$ cat config.mk
export PLATFORM = sky130hd
export DESIGN_NAME = tfetch_replay
export DESIGN_NICKNAME = d
export VERILOG_FILES = /design/src/rtl/tfetch_replay.sv
export SDC_FILE = /design/constraint.sdc
export NUM_CORES = 1
export LEC_CHECK = 0
export ABC_AREA = 1
export BUFFER_PORTS_ARGS = -buffer_cell sky130_fd_sc_hd__clkbuf_2
export CAP_MARGIN = 20
export CORE_MARGIN = 3
export CORE_UTILIZATION = 25
export CTS_CLUSTER_DIAMETER = 120
export DETAILED_ROUTE_END_ITERATION = 10
export PLACE_DENSITY = 0.42
export SLEW_MARGIN = 20
export SYNTH_ARGS = -nofsm -noshare
export SYNTH_HDL_FRONTEND = slang
export SYNTH_SLANG_ARGS = --single-unit
$ cat constraint.sdc
create_clock -name clk -period 4.5 [get_ports clk]
set_input_delay 0.9 -clock clk [delete_from_list [all_inputs] [get_ports clk]]
set_output_delay 0.9 -clock clk [all_outputs]
set_load 0.01 [all_outputs]
$ cat src/rtl/tfetch_replay.sv
module tfetch_replay #(
  parameter int NT           = 6,
  parameter int PCW          = 32,
  parameter int STEP         = 4,
  parameter int START_BASE   = 32'h0000_1000,
  parameter int START_STRIDE = 32'h0000_0400,
  localparam int TW = (NT > 1) ? $clog2(NT) : 1
) (
  input  logic           clk,
  input  logic           rst,
  input  logic           res_valid,
  input  logic [TW-1:0]  res_tid,
  input  logic           res_mem_stall,
  input  logic           res_dl_stall,
  input  logic           redir_valid,
  input  logic [TW-1:0]  redir_tid,
  input  logic [PCW-1:0] redir_target,
  output logic [TW-1:0]  issue_tid,
  output logic [PCW-1:0] issue_pc,
  output logic           issue_replay
);

  logic [TW-1:0]          slot;
  logic [NT-1:0][PCW-1:0] pc_q;
  logic [NT-1:0]          rep_q;

  always_ff @(posedge clk) begin
    if (rst || slot == TW'(NT - 1)) slot <= '0;
    else                            slot <= slot + 1'b1;
  end

  for (genvar t = 0; t < NT; t++) begin : g_thr
    wire hit   = res_valid && res_tid == TW'(t);
    wire stall = hit && (res_mem_stall || res_dl_stall);
    wire jump  = redir_valid && redir_tid == TW'(t);

    always_ff @(posedge clk) begin
      if (rst) begin
        pc_q[t]  <= PCW'(START_BASE + START_STRIDE * t);
        rep_q[t] <= 1'b0;
      end else if (stall) begin
        rep_q[t] <= 1'b1;
      end else if (jump) begin
        pc_q[t]  <= redir_target;
        rep_q[t] <= 1'b0;
      end else if (hit) begin
        pc_q[t]  <= pc_q[t] + PCW'(STEP);
        rep_q[t] <= 1'b0;
      end
    end
  end

  assign issue_tid    = slot;
  assign issue_pc     = pc_q[slot];
  assign issue_replay = rep_q[slot];

endmodule


# --- Yosys cells after proc, flatten, opt, wreduce, memory -nomap -nowiden ---
# Index checks and enable logic that the tools add are counted.
totals:
  register_bits: 201
  output_inout_bits: 36
  elab_cells: 112
op_classes:
  add_sub_neg: 7
  n_lt_le_gt_ge: 1
  n_eq_ne: 11
  mux: 34
  bitwise_logic: 6
  n_reduce_logical: 40
ops:
  columns: ["op", "n"]
  rows:
  - ["$mux W32", 13]
  - ["$add A32 B3 Y32 const B", 6]
  - ["$bmux W32 S3", 1]
  - ["$mux W1", 19]
  - ["$logic_and A1 B1 Y1", 18]
  - ["$reduce_bool A3 Y1", 6]
  - ["$eq A3 B3 Y1 const B", 5]
  - ["$eq A3 B2 Y1 const B", 4]
  - ["$reduce_and A2 Y1", 6]
  - ["$reduce_bool A2 Y1", 6]
  - ["$eq A3 B1 Y1 const B", 2]
  - ["$logic_not A3 Y1", 2]
  - ["$not A1 Y1", 6]
  - ["$lt A3 B4 Y1 const B", 1]
  - ["$add A3 B1 Y3 const B", 1]
  - ["$bmux W1 S3", 1]
  - ["$logic_or A1 B1 Y1", 2]

# --- Logic depth before layout (Yosys ltp) ---
depth:
  depth_word: 5
  ltp_mapped: 12
  mapped_depth_nobuf: 11

# --- Least setup slack after synthesis ---
# No wires, ideal clock.
synth_path:
  path_type: "register -> output"
  from: "reg slot[0], in the netlist issue_tid[0]"
  to: "out issue_pc[10]"
  t_arrival_ns: 1.495
  required_time_ns: 3.600
  slack_ns: 2.105
  stages_incl_launch_ff: 7
  cell_sequence: "dfxtp_1 clkbuf_1 inv_2 buf_2 clkbuf_1 nor2_1 o21ai_0"
synth_via:
  elab_chain_cells: 2
synth_rtl:
  columns: ["item", "line_no", "rtl"]
  rows:
  - ["from (decl)", "23", "logic [TW-1:0] slot;"]
  - ["from (signal assigned)", "29", "else slot <= slot + 1'b1;"]
  - ["$bmux W32 S3", "54", "assign issue_pc = pc_q[slot];"]
  - ["$mux W32 (implied by the code)", "54", null]
  - ["to (decl)", "19", "output logic [PCW-1:0] issue_pc,"]
# No other way between the ends. The select of a mux whose other input is x is not followed.

# --- Final worst setup path ---
layout_path:
  from: "reg slot[0], in the netlist issue_tid[0]"
  to: "out issue_pc[13]"
# The elaborated chain is that of the path after synthesis.

==> qor.tcl <==
set qor(outcome) {completed}
set qor(seq_power_share_pct) 37.5
set qor(worstSetupPathType) {flip-flop to primary output}
set qor(place_hpwl_um) 54560
set qor(final_min_period_over_clock_period_pct) 81.46
set qor(power.switching_mw) 1.528
set qor(worst_setup_hold_path_clk_slew_ns) 0.06
set qor(power_density_nw_per_um2) 285.7
set qor(setup-tns-final_ns) 0
set qor(finalWorstSetupSlack_ns) 0.8341
set qor(p_int_mw) 3.383
set qor(routed-via-count) 17860
set qor(grt_usage_pct) 21.84
set qor(number_of_maximum_capacitance_violations) 0
set qor(timing.fmax_mhz) 272.8
set qor(numCtsBuffers) 29
set qor(tritoncts) {yes}
set qor(rows) 89
set qor(post_synthesis_cell_count) 2787
set qor(design.portCount) 80
set qor(wirelength_met1_um) 32440
set qor(synthesis.yosys.warnings) 0
set qor(hold_ws_ns) 0.4492
set qor(ant_nets) 0
set qor(peakVddDrop_v) 0.0002190
set qor(grt_overflow_total) 0
set qor(worstPathRequired_ns) 3.60
set qor(cts_post_setup_buffers_inserted) 0
set qor(initial_core_util_pct) 25.45
set qor(reg_to_reg_critical_path_startpoint) {pc_q[163]}
set qor(clockRootBuffer) {clkbuf_16}
set qor(portion_of_total_power_attributed_to_combinational_logic_pct) 14.9
set qor(ys_seq_elements) 201
set qor(totalPowerFinal_mw) 4.911
set qor(cts_buffer_depth) 3
set qor(synthDistinctLibCells) 35
set qor(dpl_worst_slack_ns) 1.129
set qor(critical_path.startpoint) {issue_tid[0]}
set qor(insertedDiodeCount) 0
set qor(port_buffers) 79
set qor(dieArea_um2) 63530
set qor(setup.worst_path.end_class) {primary output}
set qor(holdCritStartpoint) {rep_q[3]}
set qor(syn_nets) 2839
set qor(cts_repair_resized_insts) 0
set qor(cp_max_fo) 76
set qor(static_leakage_power_nw) 7.264
set qor(syn_to_final_growth_pct) 13.56
set qor(timing.slew.headroom_pct) 33.32
set qor(core_area_um2) 59460
set qor(setup.worst_path.start_class) {flip-flop}
set qor(die_h_um) 252.1
set qor(fillCellCount) 6911
set qor(detail_route.wirelength_um) 70980
set qor(first_pass_grt_wire_length_um) 105500
set qor(timing_worst_slew_pin_value_ns) 0.9940
set qor(rsz0062_at_grt) {false}
set qor(arrival_ns) 2.77
set qor(post_synth_instance_area_um2) 15140
set qor(min_period_ns) 3.666
set qor(min-delay-path-class) {flip-flop to flip-flop}
set qor(clock_skew_ns) 0.01860
set qor(hold_viol) 0
set qor(place.gp.congestion) 0.9566
set qor(dr.max_layer_used) {met4}
set qor(final-max-slew-violation-count) 0
set qor(remaining_routing_drc_violations) 0
set qor(fp.dieW_um) 252.1
set qor(avgSynthCellArea_um2) 5.431
set qor(grt_antenna_before_repair) 2
set qor(cts.htree.levels) 1
set qor(power.clock.fraction_pct) 47.6
set qor(place_area_um2) 16240
set qor(clkSinkCount) 201
set qor(number_of_optimization_iterations_in_the_first_detailed_route_pass) 6
set qor(timing.final.setup_violations) 0
set qor(leading_cell_types_in_the_layout_fill_and_taps_excluded) {1053 x nand2_1, 418 x nor2_1, 267 x o21ai_0}
set qor(routed_met3_length_um) 4789
set qor(layout-drive-gt1-share_pct) 6.556
set qor(design.final.nets) 2868
set qor(final_design_area_no_fill_um2) 17190
set qor(detail_route.iter0.violations) 1240
set qor(worstSkewPairLatency_ns) 0.58
set qor(drt-wirelength-per-cell_um) 19.66
set qor(cts_hold_repair.buffers) 0
set qor(layout.cells.most_common) {nand2_1}
set qor(sw_frac_of_total_pct) 31.11
set qor(number_of_global_route_vias_before_repair) 16490
set qor(routed-wl-met2_um) 31070
set qor(viasPerCell) 4.948
set qor(pin_count_of_the_biggest_net_entering_global_routing) 77
set qor(synth_sequential_area_ratio_pct) 26.59
[sequential cells by signal, summed over array words and instances (netlist names)]
signal,cells
issue_tid,3
pc_q,192
rep_q,6
[layout make-up]
| type | count | area, um^2 | area share, % |
|---|---|---|---|
| multi-input cells | 2254 | 9808 | 57.06 |
| flip-flops and latches | 201 | 4025 | 23.42 |
| well taps | 773 | 967.2 | 5.627 |
| clock inverters | 6 | 55.05 | 0.3203 |
| inverters | 228 | 862.1 | 5.016 |
| clock buffers | 46 | 889.6 | 5.176 |
| repair buffers | 102 | 580.6 | 3.378 |
[path summary, 6_finish.rpt]
kind,to,slack (ns),depth (start not counted)
worst min-delay path,rep_q[3],0.45,2
worst max-delay path,issue_pc[13],0.83,7
worst min register to register,rep_q[3],0.45,2
worst max register to register,pc_q[180],2.29,10
[power groups by stage]
| stage | sequential (mW) | combinational [mW] | clock, mW |
|---|---|---|---|
| 2_1_floorplan | 1.87 | 0.387 | 0 |
| 3_3_place_gp | 1.88 | 0.729 | 0 |
| 3_5_place_dp | 1.88 | 0.729 | 0 |
| 4_1_cts | 1.84 | 0.731 | 2.40 |
| 5_1_grt | 1.85 | 0.796 | 2.46 |
| 6_report | 1.84 | 0.731 | 2.34 |
[cell usage after synthesis]
cell type | n | area share (%)
inv_1 | 213 | 5.3
inv_2 | 12 | 0.30
nand3_1 | 205 | 6.8
nand3b_1 | 31 | 1.5
dfxtp_1 | 201 | 27
buf_2 | 28 | 0.93
a21oi_1 | 164 | 5.4
ha_1 | 8 | 0.66
and2_1 | 14 | 0.58
clkbuf_1 | 63 | 1.6
nor2b_1 | 1 | 0.041
o31ai_1 | 2 | 0.099
o21ai_1 | 13 | 0.43
a31oi_1 | 2 | 0.083
nor2_2 | 2 | 0.083
or2_2 | 5 | 0.21
o21ai_0 | 267 | 8.8
buf_6 | 3 | 0.22
buf_1 | 8 | 0.20
o211ai_1 | 13 | 0.64
nand4_1 | 5 | 0.21
xnor2_1 | 8 | 0.46
nand2_2 | 9 | 0.37
buf_4 | 2 | 0.099
nor2_1 | 421 | 10
nor3_4 | 1 | 0.11
nand2_1 | 1053 | 26
clkinv_4 | 1 | 0.058
xor2_1 | 17 | 0.98
o22ai_1 | 2 | 0.083
clkinv_1 | 2 | 0.050
nor3_1 | 6 | 0.20
a22o_1 | 1 | 0.058
nand2_4 | 2 | 0.15
nor2_4 | 2 | 0.15
[worst max-delay path, cell delays in order (launching register included)]
cell and delay, ns:
dfxtp_2 0.33, clkinv_2 0.38, buf_12 0.39, o21ai_0 0.41, nand2_1 0.20, nand2_1 0.16
o21ai_0 0.13, clkbuf_2 0.15
[kinds of logic (layout without fill, tap and decap cells)]
kind of cell	Yosys count	count (layout)	synth area share [%]
AND/OR/NAND/NOR	1757	1757	46.96
flip-flops	201	201	26.59
AO/OA/AOI/OAI	464	464	15.65
adder cells (fa/ha/maj)	8	8	0.6613
buffers and inverters	332	382	8.696
XOR/XNOR	25	25	1.447
[routing by layer]
metal	track usage [%]	vias to the layer above
met5	0	-
li1	-	8931
met2	34.40	631
met3	2.732	109
met4	7.729	0
met1	30.68	8190
[through the flow]
step	utilization (%)	cells
detailed placement	27.32	3558
finish	28.90	3610
global route	28.90	3610
CTS	28.90	3610
floorplan	-	2787
global placement	27.32	3558
(Power assumes the default switching activity.)
